--- config.mk ---
export PLATFORM = sky130hd
export DESIGN_NAME = fpstk_ctrl
export DESIGN_NICKNAME = d
export VERILOG_FILES = /design/src/rtl/fpstk_pkg.sv /design/src/rtl/fpstk_tagptr.sv /design/src/rtl/fpstk_status.sv /design/src/rtl/fpstk_ctlword.sv /design/src/rtl/fpstk_ctrl.sv
export SDC_FILE = /design/constraint.sdc
export NUM_CORES = 1
export LEC_CHECK = 0
export BUFFER_PORTS_ARGS = -buffer_cell sky130_fd_sc_hd__clkbuf_2
export CAP_MARGIN = 20
export CORE_ASPECT_RATIO = 0.8
export CORE_UTILIZATION = 52
export CTS_BUF_LIST = sky130_fd_sc_hd__clkbuf_2 sky130_fd_sc_hd__clkbuf_4 sky130_fd_sc_hd__clkbuf_8
export CTS_CLUSTER_DIAMETER = 50
export DETAILED_ROUTE_END_ITERATION = 8
export GPL_ROUTABILITY_DRIVEN = 0
export HOLD_SLACK_MARGIN = 0.1
export PLACE_DENSITY = 0.88
export SLEW_MARGIN = 10
export SYNTH_ARGS = -nofsm -noshare
export SYNTH_HDL_FRONTEND = slang
export SYNTH_HIERARCHICAL = 1
export SYNTH_SLANG_ARGS = --single-unit
--- constraint.sdc ---
create_clock -name clk -period 2.5 [get_ports clk]
set_input_delay 0.25 -clock clk [delete_from_list [all_inputs] [get_ports clk]]
set_output_delay 0.25 -clock clk [all_outputs]
set_load 0.05 [all_outputs]
--- src/rtl/fpstk_pkg.sv ---
package fpstk_pkg;

  typedef enum logic [3:0] {
    OP_NOP   = 4'd0,
    OP_PUSH  = 4'd1,
    OP_POP   = 4'd2,
    OP_FREE  = 4'd3,
    OP_INCP  = 4'd4,
    OP_DECP  = 4'd5,
    OP_INIT  = 4'd6,
    OP_CLEX  = 4'd7,
    OP_LDCW  = 4'd8,
    OP_WAIT  = 4'd9,
    OP_RAISE = 4'd10,
    OP_CMP   = 4'd11
  } fpstk_op_e;

  typedef enum logic [1:0] {
    RND_NEAREST = 2'd0,
    RND_DOWN    = 2'd1,
    RND_UP      = 2'd2,
    RND_ZERO    = 2'd3
  } rnd_mode_e;

  typedef enum logic [1:0] {
    PRC_SINGLE = 2'd0,
    PRC_DOUBLE = 2'd1,
    PRC_EXT    = 2'd2
  } prc_mode_e;

  localparam logic [15:0] CW_RESET  = 16'h037F;
  localparam logic [15:0] SW_KEEP   = 16'h7F00;
  localparam logic [15:0] CC_ALL    = 16'h4700;
  localparam logic [15:0] CC_CMP    = 16'h4500;
  localparam int          SW_SUM    = 7;
  localparam int          SW_BUSY   = 15;

  // Condition code pattern for a compare outcome: lt, eq, gt, unordered
  function automatic logic [15:0] cmp_pattern(input logic [1:0] res);
    case (res)
      2'd0:    cmp_pattern = 16'h0100;
      2'd1:    cmp_pattern = 16'h4000;
      2'd2:    cmp_pattern = 16'h0000;
      default: cmp_pattern = 16'h4500;
    endcase
  endfunction

endpackage

--- src/rtl/fpstk_tagptr.sv ---
module fpstk_tagptr #(
  parameter int NREG = 8,
  localparam int PW = $clog2(NREG)
) (
  input  logic            clk,
  input  logic            rst_n,
  input  logic            do_push,
  input  logic            do_pop,
  input  logic            do_free,
  input  logic            do_inc,
  input  logic            do_dec,
  input  logic            do_init,
  input  logic [PW-1:0]   sel,
  output logic [PW-1:0]   top,
  output logic [PW-1:0]   phys,
  output logic [NREG-1:0] empty
);

  logic [PW-1:0] top_q, top_nx, top_up, top_dn;
  logic          top_en;

  // NREG is a power of two, so plain wraparound gives the modulo
  always_comb begin
    top_up = top_q + 1'b1;
    top_dn = top_q - 1'b1;
    phys   = top_q + sel;
    top_en = do_init | do_push | do_pop | do_inc | do_dec;
    top_nx = top_q;
    if (do_init)               top_nx = '0;
    else if (do_push | do_dec) top_nx = top_dn;
    else if (do_pop | do_inc)  top_nx = top_up;
  end

  always_ff @(posedge clk or negedge rst_n) begin
    if (!rst_n)      top_q <= '0;
    else if (top_en) top_q <= top_nx;
  end

  for (genvar g = 0; g < NREG; g++) begin : g_tag
    logic mark_e, mark_v, tag_q;
    always_comb begin
      mark_e = do_init | (do_pop && top_q == PW'(g)) | (do_free && phys == PW'(g));
      mark_v = do_push && top_dn == PW'(g);
    end
    always_ff @(posedge clk or negedge rst_n) begin
      if (!rst_n)               tag_q <= 1'b1;
      else if (mark_e | mark_v) tag_q <= mark_e;
    end
    assign empty[g] = tag_q;
  end

  assign top = top_q;

  assert_push_R1: assert property (@(posedge clk) disable iff (!rst_n)
    do_push |=> (top_q == PW'($past(top_q) - 1'b1)) && !empty[top_q]);
  assert_pop_R2: assert property (@(posedge clk) disable iff (!rst_n)
    do_pop |=> empty[$past(top_q)] && (top_q == PW'($past(top_q) + 1'b1)));
  assert_free_R3: assert property (@(posedge clk) disable iff (!rst_n)
    do_free |=> empty[$past(phys)] && $stable(top_q));
  assert_init_R6: assert property (@(posedge clk) disable iff (!rst_n)
    do_init |=> (&empty) && top_q == '0);

endmodule

--- src/rtl/fpstk_status.sv ---
module fpstk_status
  import fpstk_pkg::*;
#(
  parameter int EXC_W = 6,
  parameter int PW    = 3
) (
  input  logic             clk,
  input  logic             rst_n,
  input  logic             do_init,
  input  logic             do_clex,
  input  logic             do_step,
  input  logic             do_raise,
  input  logic             do_cmp,
  input  logic             do_wait,
  input  logic [EXC_W-1:0] exc_flags,
  input  logic [EXC_W-1:0] cw_mask,
  input  logic [1:0]       cmp_res,
  input  logic             native_en,
  input  logic [PW-1:0]    top,
  output logic [15:0]      sw_out,
  output logic             fault_req,
  output logic             ext_err
);

  logic [15:0] sw_q, sw_nx;
  logic        sw_en, unmasked, pend;
  logic        fault_q, ext_q;

  always_comb begin
    unmasked = |(exc_flags & ~cw_mask);
    sw_en    = do_init | do_clex | do_step | do_raise | do_cmp;
    sw_nx    = sw_q;
    if (do_init)       sw_nx = '0;
    else if (do_clex)  sw_nx = sw_q & SW_KEEP;
    else if (do_step)  sw_nx = sw_q & ~CC_ALL;
    else if (do_cmp)   sw_nx = (sw_q & ~CC_CMP) | cmp_pattern(cmp_res);
    else if (do_raise) begin
      sw_nx[EXC_W-1:0] = sw_q[EXC_W-1:0] | exc_flags;
      if (unmasked) begin
        sw_nx[SW_SUM]  = 1'b1;
        sw_nx[SW_BUSY] = 1'b1;
      end
    end
    pend = do_wait && sw_q[SW_SUM];
  end

  always_ff @(posedge clk or negedge rst_n) begin
    if (!rst_n)     sw_q <= '0;
    else if (sw_en) sw_q <= sw_nx;
  end

  always_ff @(posedge clk or negedge rst_n) begin
    if (!rst_n) begin
      fault_q <= 1'b0;
      ext_q   <= 1'b0;
    end else begin
      fault_q <= pend && native_en;
      ext_q   <= pend && !native_en;
    end
  end

  assign sw_out    = {sw_q[15:14], top, sw_q[10:0]};
  assign fault_req = fault_q;
  assign ext_err   = ext_q;

  assert_raise_R5: assert property (@(posedge clk) disable iff (!rst_n)
    (do_raise && unmasked) |=> sw_out[SW_SUM] && sw_out[SW_BUSY]);
  assert_clex_R7: assert property (@(posedge clk) disable iff (!rst_n)
    do_clex |=> sw_out[7:0] == 8'h00 && !sw_out[15]);
  assert_step_R8: assert property (@(posedge clk) disable iff (!rst_n)
    do_step |=> !sw_out[14] && sw_out[10:8] == 3'b000);
  assert_unord_R9: assert property (@(posedge clk) disable iff (!rst_n)
    (do_cmp && cmp_res == 2'd3) |=> sw_out[14] && sw_out[10] && sw_out[8]);
  assert_wait_R12: assert property (@(posedge clk) disable iff (!rst_n)
    (do_wait && sw_out[SW_SUM]) |=> (fault_req != ext_err));
  assert_quiet_R13: assert property (@(posedge clk) disable iff (!rst_n)
    (do_wait && !sw_out[SW_SUM]) |=> !fault_req && !ext_err);

endmodule

--- src/rtl/fpstk_ctlword.sv ---
module fpstk_ctlword
  import fpstk_pkg::*;
(
  input  logic        clk,
  input  logic        rst_n,
  input  logic        do_init,
  input  logic        do_load,
  input  logic [15:0] data,
  output logic [15:0] cw,
  output rnd_mode_e   rnd,
  output prc_mode_e   prc
);

  logic [15:0] cw_q, cw_nx;
  logic        cw_en;

  always_comb begin
    cw_en = do_init | do_load;
    cw_nx = do_init ? CW_RESET : data;
  end

  always_ff @(posedge clk or negedge rst_n) begin
    if (!rst_n)     cw_q <= CW_RESET;
    else if (cw_en) cw_q <= cw_nx;
  end

  always_comb begin
    rnd = rnd_mode_e'(cw_q[11:10]);
    case (cw_q[9:8])
      2'b00:   prc = PRC_SINGLE;
      2'b10:   prc = PRC_DOUBLE;
      default: prc = PRC_EXT;
    endcase
  end

  assign cw = cw_q;

  assert_init_cw_R6: assert property (@(posedge clk) disable iff (!rst_n)
    do_init |=> cw == CW_RESET);
  assert_load_R10: assert property (@(posedge clk) disable iff (!rst_n)
    do_load |=> cw == $past(data));

endmodule

--- src/rtl/fpstk_ctrl.sv ---
module fpstk_ctrl
  import fpstk_pkg::*;
#(
  parameter int NREG  = 8,
  parameter int EXC_W = 6,
  localparam int PW   = $clog2(NREG)
) (
  input  logic             clk,
  input  logic             rst_n,
  input  logic [3:0]       cmd,
  input  logic [PW-1:0]    reg_sel,
  input  logic [15:0]      cmd_data,
  input  logic [EXC_W-1:0] exc_flags,
  input  logic [1:0]       cmp_res,
  input  logic             native_err_en,
  output logic [15:0]      status_word,
  output logic [15:0]      ctrl_word,
  output logic [NREG-1:0]  tag_empty,
  output logic [PW-1:0]    phys_idx,
  output logic [1:0]       round_mode,
  output logic [1:0]       prec_mode,
  output logic             fault_req,
  output logic             ext_err
);

  fpstk_op_e     op;
  logic [PW-1:0] top;
  rnd_mode_e     rnd;
  prc_mode_e     prc;

  assign op = fpstk_op_e'(cmd);

  fpstk_tagptr #(.NREG(NREG)) u_tagptr (
    .clk     (clk),
    .rst_n   (rst_n),
    .do_push (op == OP_PUSH),
    .do_pop  (op == OP_POP),
    .do_free (op == OP_FREE),
    .do_inc  (op == OP_INCP),
    .do_dec  (op == OP_DECP),
    .do_init (op == OP_INIT),
    .sel     (reg_sel),
    .top     (top),
    .phys    (phys_idx),
    .empty   (tag_empty)
  );

  fpstk_status #(.EXC_W(EXC_W), .PW(PW)) u_status (
    .clk       (clk),
    .rst_n     (rst_n),
    .do_init   (op == OP_INIT),
    .do_clex   (op == OP_CLEX),
    .do_step   (op == OP_INCP || op == OP_DECP),
    .do_raise  (op == OP_RAISE),
    .do_cmp    (op == OP_CMP),
    .do_wait   (op == OP_WAIT),
    .exc_flags (exc_flags),
    .cw_mask   (ctrl_word[EXC_W-1:0]),
    .cmp_res   (cmp_res),
    .native_en (native_err_en),
    .top       (top),
    .sw_out    (status_word),
    .fault_req (fault_req),
    .ext_err   (ext_err)
  );

  fpstk_ctlword u_ctlword (
    .clk     (clk),
    .rst_n   (rst_n),
    .do_init (op == OP_INIT),
    .do_load (op == OP_LDCW),
    .data    (cmd_data),
    .cw      (ctrl_word),
    .rnd     (rnd),
    .prc     (prc)
  );

  assign round_mode = rnd;
  assign prec_mode  = prc;

  assert_cmd_legal_R4: assert property (@(posedge clk) disable iff (!rst_n)
    cmd <= 4'd11);
  assert_nop_R4: assert property (@(posedge clk) disable iff (!rst_n)
    (op == OP_NOP) |=> $stable(status_word) && $stable(tag_empty));

endmodule

Word-level counts from Yosys, hierarchy flattened. Cells that the tools add are included.

Bitwise operators: 39. Add/sub/neg operators: 3. Multiplexer cells: 21. Reduce and logical (&&, ||, !) cells: 47. Eq/ne operators: 38.

Operators by type and width (count): $mux W16 (8); $pmux W15 S3 (1); $eq A3 B3 Y1 const B (12); $or A1 B1 Y1 (35); $logic_and A1 B1 Y1 (27); $eq A3 B2 Y1 const B (6); $eq A4 B3 Y1 const B (4); $eq A4 B4 Y1 const B (4); $or A16 B16 Y16 (1); $mux W6 (2); $eq A3 B1 Y1 const B (3); $logic_not A3 Y1 (3); $mux W3 (3); $reduce_and A3 Y1 (3); $reduce_bool A3 Y1 (3); $eq A4 B2 Y1 const B (2); $reduce_and A4 Y1 (2); $reduce_bool A4 Y1 (2); $mux W7 (1); $and A6 B6 Y6 (1); $not A6 Y6 (1); $or A6 B6 Y6 (1); $reduce_or A6 Y1 (1); $mux W1 (5); other kinds (14) (17).

Logic and storage cells: 165. Register bits: 45. Input port bits: 34. Output and inout port bits: 49.

Longest topological paths before layout. Gate-level depths: netlist of the first run.

Word-level depth: 11. Mapped depth: 7. Mapped depth without buffers: 7.

Hierarchy. Netlist of the first run, hierarchy kept.

By module, submodules not included: fpstk_tagptr (instances 1, area an instance 892.1 um^2, cells each 89, sequential area each 285.3 um^2); fpstk_ctlword (instances 1, area an instance 714.4 um^2, cells each 56, sequential area each 411.6 um^2); fpstk_status (instances 1, area an instance 613.1 um^2, cells each 61, sequential area each 300.3 um^2); fpstk_ctrl (instances 1, area an instance 172.7 um^2, cells each 16, sequential area each 0.0 um^2).

Least setup slack after synthesis of the first run. Ideal clock, no wire load.

Path kind: register to register. Start point: register u_tagptr.top_q[0] (netlist: u_tagptr/top[0]). End point: register u_tagptr.g_tag[0].tag_q. Clock period less this slack: 2.079 ns. Data required time: 2.416 ns. Path buffers: 0. Arrival time: 1.996 ns. Stages on the path, launching flop included: 7. Setup slack: 0.421 ns. Setup time: 0.084 ns. Path through: dfrtp_1 ha_1 inv_1 fa_1 inv_1 nor2_1 a221o_2.

Word-level cells in the longest chain between the ends: 5. Elaborated cells between the ends (all ways): 11. Classes of those cells: add/sub (2); bitwise (3); reduce/logical (6).

Ends and longest elaborated chain: start, declared (line fpstk_tagptr.sv:19) `logic [PW-1:0] top_q, top_nx, top_up, top_dn;`; start signal, assigned (line fpstk_tagptr.sv:36) `else if (top_en) top_q <= top_nx;`; $add A3 B3 Y3 * (line fpstk_tagptr.sv:26) `phys = top_q + sel;`; via phys_idx[1] (line fpstk_ctrl.sv:19) `output logic [PW-1:0] phys_idx,`; $logic_not A3 Y1 * (line fpstk_tagptr.sv:42) `mark_e = do_init | (do_pop && top_q == PW'(g)) | (do_free && phys == PW'(g));`; $logic_and A1 B1 Y1 * (line fpstk_tagptr.sv:42); $or A1 B1 Y1 * (line fpstk_tagptr.sv:42); $or A1 B1 Y1 (line fpstk_tagptr.sv:47) `else if (mark_e | mark_v) tag_q <= mark_e;`; end signal, assigned (line fpstk_tagptr.sv:47); end, declared (line fpstk_tagptr.sv:40) `logic mark_e, mark_v, tag_q;`.

Mark *: on every way through the listed nets, which the timed path passes. The rest lies on a longest branch. A chain may end at the register's enable or synchronous reset.

Final worst setup path of the first run.
Start point: register u_tagptr.top_q[0] (netlist: u_tagptr/top[0]). End point: output port phys_idx[2].

Word-level cells in the longest chain between the ends: 1.

Ends and longest elaborated chain (line): $add A3 B3 Y3 (fpstk_tagptr.sv:26); end, declared (fpstk_ctrl.sv:19).

Every way passes these cells.

==> impl_results.md, run 1 <==
- Leakage: 1.39 nW
- Core Box Area: 0.00431 mm²
- Grt ovf: 0
- Max Cap Viol: 0
- Post-Syn Area: 0.00239 mm²
- Switching Share: 50.9%
- Syn Inst Count: 222
- WP depth: 7
- Via count: 1852
- Clock Latency Late Sink: 290 ps
- Clock share of power: 13.8%
- Cell depth of the worst flop-to-flop path: 7
- Multi-input logic area: 0.00112 mm²
- Crit path buf inv count: 3
- TritonCTS buffer count: 5
- Max incr delay on CP: 440 ps
- Clock sinks: 39
- Setup Buffers After CTS: 0
- Largest net degree at the start of global routing: 40
- Comb power frac: 54.0%
- Wire per inst: 14.7 µm
- Reg2Reg Setup Slack: 490 ps
- Crit-path leading delay family: adder cells
- Critical path arrival: 2120 ps
- Final worst-path setup slack: 129 ps
- Worst-margin pin slew: 942 ps
- Flop pwr share: 32.2%
- Min cycle time layout: 2370 ps
- Critical Path Source Type: flop
- Final WL: 5000 µm
- IO buf count: 80
- Power Internal: 1.51 mW
- Final hold vios: 0
- N_diodes: 0
- VDD IR max: 0.000508 V
- Clock Skew: 8.29 ps
- Final number of setup-violating endpoints: 0
- Crit path kind: flop to primary output
- Reg2reg start: u_tagptr/top[0]
- Post-synth EDFFs: 0
- Initial DRC count: 142
- Synth top cells by count: dfrtp_1 (22), buf_4 (18), dfstp_2 (17)
- Status: finished, final reports clean
- Area Overhead vs Synth: 15.7%
- Crit path required time: 2250 ps
- Clk pin slew, worst setup/hold paths: 70 ps
- Crit path to: phys_idx[2]
- RSZ-0062 raised after global routing: false
- Yosys Warn Count: 6
- Synth area leader: dfrtp_1
- Share of the synthesized area in the top cell type: 23.0%
- Final ANT Viol Nets: 0
- Count leader, synth: dfrtp_1
- Sw Pwr: 1.57 mW
- Filler Cell Count: 382
- Min-Delay Path Class: primary input to asynchronous set/reset pin
- Yosys reg bits: 39
- DR DRC count: 0
- Final TNS setup: 0 ps
- Rows: 21
- Vias per std cell: 5.43
- Vias in the first global route: 1822
- Die width: 77.8 µm
- Initial antenna violation count: 0
- Cell variety after synth: 49
- Mean post-synth cell area: 10.8 µm²
- CTS root buffer: clkbuf_8
- HPWL Detailed: 3800 µm
- Peak Freq: 0.422 GHz
- I/O pin count: 83
- Cells along the critical path: ha_1 > inv_1 > fa_1 > xnor2_1 > xnor2_2 > inv_2 > clkbuf_4
- Crit share post-route: 94.8%
- Sequential fraction of the synthesis area: 41.7%
- Drt pass-1 iters: 4
- Die area: 0.00488 mm²
- Slowest library cell on the worst path: dfrtp_1
- Fraction of layout cells with a size suffix above 1: 46.1%
- GR Util All Layers: 22.0%
- Register Area: 997 µm²
- Max_slew headroom: 37.2%
- # H-tree levels: 2
- # nets final: 328
- First-pass GRT wire length: 8420 µm
- Max-slew violation count: 0
- CTS tree: yes
- Pre-CTS worst setup slack: 397 ps
- Crit-path max FO: 6
- Synth Flop Type: dfrtp_1
- Post-synth ARST share: 100%
- Cell Pwr Density: 1110 mW/mm²
- Worst Setup SP: u_tagptr/top[0]
- RR Endpoint: u_tagptr/g_tag[4].tag_q
- Maximum clock insertion buffer count: 2
- Crit path capture type: primary output
- Area contributors post-synth: dfrtp_1 (23%), dfstp_2 (19%), buf_4 (5.6%)
- Die H: 62.7 µm
- Initial Util: 55.5%
registers in the layout, summed over array words and instances, names as in the netlist:
signal and flops:
u_ctlword/cw 16, u_status/sw_q 10, u_tagptr/g_tag.tag_q 8, u_tagptr/top 3, u_status/ext_err 1, u_status/fault_req 1
stage by stage:
stage	cells	utilization [%]	power (mW)	hold slack, ps	area [µm²]
2_1_floorplan	223	-	2.44	-45.6	2400
3_3_place_gp	333	62.1	2.62	436	2680
3_5_place_dp	333	62.1	2.66	436	2680
4_1_cts	341	64.2	3.08	124	2770
5_1_grt	341	64.2	3.24	115	2770
6_report	341	64.2	3.08	102	2770
power by group through the flow:
stage	Combinational (mW)	Clock, mW	Sequential, mW
after CTS	1.66	0.435	0.993
after floorplan	1.23	0	1.20
after global routing	1.76	0.465	1.02
after global placement	1.62	0	0.998
after detailed placement	1.65	0	1.00
final	1.66	0.425	0.991
routing by layer:
metal / GRT usage [%] / vias up / wire length [µm]
li1: - / 892 / -
met1: 28.6 / 897 / 2310
met2: 36.0 / 55 / 2380
met3: 4.96 / 8 / 240
met4: 8.02 / 0 / 62
met5: 0 / - / 0
final cells by class:
type,count,share of cell area [%]
well taps,57,2.58
clock inverters,2,0.452
multi-input cells,139,40.6
clock buffers,6,2.76
inverters,14,1.90
repair buffers,84,15.6
flip-flops and latches,39,36.0
how the worst min path moves through the flow:
stage / startpoint / to / slack (ps) / depth (start not counted)
3_3_place_gp: rst_n / u_status/sw_q[1] / 440 / 1
4_1_cts: native_err_en / u_status/ext_err / 120 / 2
3_5_place_dp: rst_n / u_status/sw_q[2] / 440 / 1
5_1_grt: native_err_en / u_status/ext_err / 120 / 2
2_1_floorplan: rst_n / u_ctlword/cw[10] / -50 / 0
6_report: rst_n / u_status/sw_q[2] / 100 / 1
timing repair:
item | CTS | global route
endpoints found under the setup margin | 0 | 1
hold endpoints to repair | 0 | 0
resized for setup | 0 | 2
hold buffers | 0 | 0
placed cells by master (no fill, tap or decap), types with 2 or more instances in the layout:
master	n
a31oi_1	3
and4bb_2	5
a21o_1	4
xnor2_1	2
conb_1	2
nor4b_2	3
mux2i_1	7
nand2_1	4
xnor2_2	2
ha_1	10
dfstp_2	17
nand3_1	6
inv_1	13
o21ai_0	4
dfrtp_1	22
and2b_1	5
nor2_1	16
a211o_1	9
clkbuf_2	79
nor3_1	6
and4b_1	2
buf_4	4
a221o_2	3
nor2b_1	9
a221o_1	3
a21oi_1	8
clkbuf_8	5
a31o_2	2
a22o_1	6
clkbuf_4	2
logic make-up (layout without fill, tap and decap cells):
group / Yosys count / after routing / synth area share, %
buffers and inverters: 45 / 106 / 11.8
DFF: 39 / 39 / 41.7
muxes: 7 / 7 / 2.93
xor gates and xnor gates: 5 / 5 / 2.77
AOI/OAI and AO/OA: 50 / 50 / 16.5
adders and majority gates: 11 / 11 / 6.07
and+or+nand+nor: 64 / 64 / 18.1
other: 1 / 2 / 0.157
(Power assumes the default switching activity.)
==> run 2, diff against run 1 <==
- clock period: 2.5 -> 2.65 ns (I/O delays scaled with it)
==> impl_results.md, run 2 (synthesis gave the netlist of run 1 again) <==
- Crit path capture type: primary output
- Initial antenna violation count: 0
- # hold bufs at CTS: 0
- Grt ovf: 0
- # H-tree levels: 2
- Crit path kind: flop to primary output
- Max reg flops: 16
- Drt pass-1 iters: 4
- Final ANT Viol Nets: 0
- Maximum clock insertion buffer count: 2
- I/O pin count: 83
- Clock Skew: 7.03 ps
- Filler Cell Count: 391
- RSZ-0062 raised after global routing: false
- Max-slew violation count: 0
- First-pass GRT wire length: 8570 µm
- Min cycle time layout: 2510 ps
- Non-filler cells in the finished layout: 340
- Crit-path max FO: 6
- Final TNS setup: 0 ps
- HPWL Detailed: 3860 µm
- Register Area: 997 µm²
- DR DRC count: 0
- Area Overhead vs Synth: 16.3%
- TritonCTS buffer count: 5
- Final number of setup-violating endpoints: 0
- Crit share post-route: 94.6%
- Cell depth of the worst flop-to-flop path: 7
- Clock Latency Late Sink: 290 ps
- Wire per inst: 15.7 µm
- Critical Path Source Type: flop
- Initial DRC count: 139
- Vias per std cell: 5.61
- CTS tree: yes
- Cell Pwr Density: 1080 mW/mm²
- GR Util All Layers: 22.8%
- CTS root buffer: clkbuf_8
- Clock sinks: 39
- Die width: 77.8 µm
- Worst-margin pin slew: 963 ps
- Core Box Area: 0.00431 mm²
- Design Area, Final: 0.00278 mm²
- Rows: 21
- Min-Delay Path Class: primary input to asynchronous set/reset pin
- Clk pin slew, worst setup/hold paths: 70 ps
- Cell total after placement: 332
- # nets final: 327
- Leakage: 1.40 nW
- Max_slew headroom: 35.8%
- Largest net degree at the start of global routing: 40
- Vias in the first global route: 1799
- IO buf count: 80
- Commonest non-fill, non-tap cell in the layout: clkbuf_2
- Fraction of layout cells with a size suffix above 1: 45.9%
- Area of placed instances: 0.00267 mm²
- Most frequent cells in the layout: clkbuf_2 (80), dfrtp_1 (22), dfstp_2 (17)
- Peak Freq: 0.399 GHz
- Final WL: 5320 µm
- Die area: 0.00488 mm²
- N_diodes: 0
- Die H: 62.7 µm
- Cts repair resizes: 0
- Critical path arrival: 2240 ps
- Setup Buffers After CTS: 0
- Max Cap Viol: 0
- VDD IR max: 0.000432 V
- Via count: 1908
- Initial Util: 55.5%
- Status: finished, final reports clean
- Multi-input logic area: 0.00112 mm²
- Crit path required time: 2380 ps
- Final hold vios: 0
-- run 2: stage by stage --
stage,total power [mW],util [%],worst slack [ps],hold slack [ps]
after floorplan,2.30,-,571,-30.6
after detailed placement,2.52,61.9,474,453
final,3.00,64.5,142,129
after global placement,2.47,61.9,593,450
after CTS,3.01,64.5,159,140
after global routing,3.15,64.5,37.7,130
-- run 2: path summary, 6_finish.rpt --
check	from	endpoint	slack, ps
max	u_tagptr/top[0]	phys_idx[2]	140
min	rst_n	u_status/sw_q[1]	130
max reg2reg	u_tagptr/top[0]	u_tagptr/g_tag[5].tag_q	530
min reg2reg	u_ctlword/cw[7]	u_ctlword/cw[7]	530
max in group asynchronous	rst_n	u_ctlword/cw[12]	1940
min in group clk	native_err_en	u_status/ext_err	150
-- run 2: cell type report --
type / count / area share (%)
Timing Repair Buffer: 83 / 15.2
Multi-Input combinational cell: 139 / 40.4
Inverter: 14 / 1.89
Sequential cell: 39 / 35.9
Clock inverter: 3 / 1.57
Tap cell: 57 / 2.56
Clock buffer: 5 / 2.47
-- run 2: critical path: stages, from the launching register on --
cell	delay (ps)
dfrtp_1	440
ha_1	170
inv_1	60
fa_1	420
xnor2_1	180
xnor2_2	310
inv_2	120
clkbuf_2	250
-- run 2: per-layer routing --
| metal | share of wire (%) | vias up | global-route usage, % |
|---|---|---|---|
| met4 | 2.4 | 0 | 9.43 |
| met3 | 5.4 | 12 | 4.09 |
| met1 | 43 | 941 | 31.3 |
| met2 | 49 | 67 | 35.5 |
| li1 | - | 888 | - |
| met5 | 0 | - | 0 |
-- run 2: power breakdown --
part,internal (mW),leakage (nW),switching [mW]
combinational,0.427,0.872,1.15
clock,0.280,0.0581,0.203
sequential,0.800,0.469,0.142
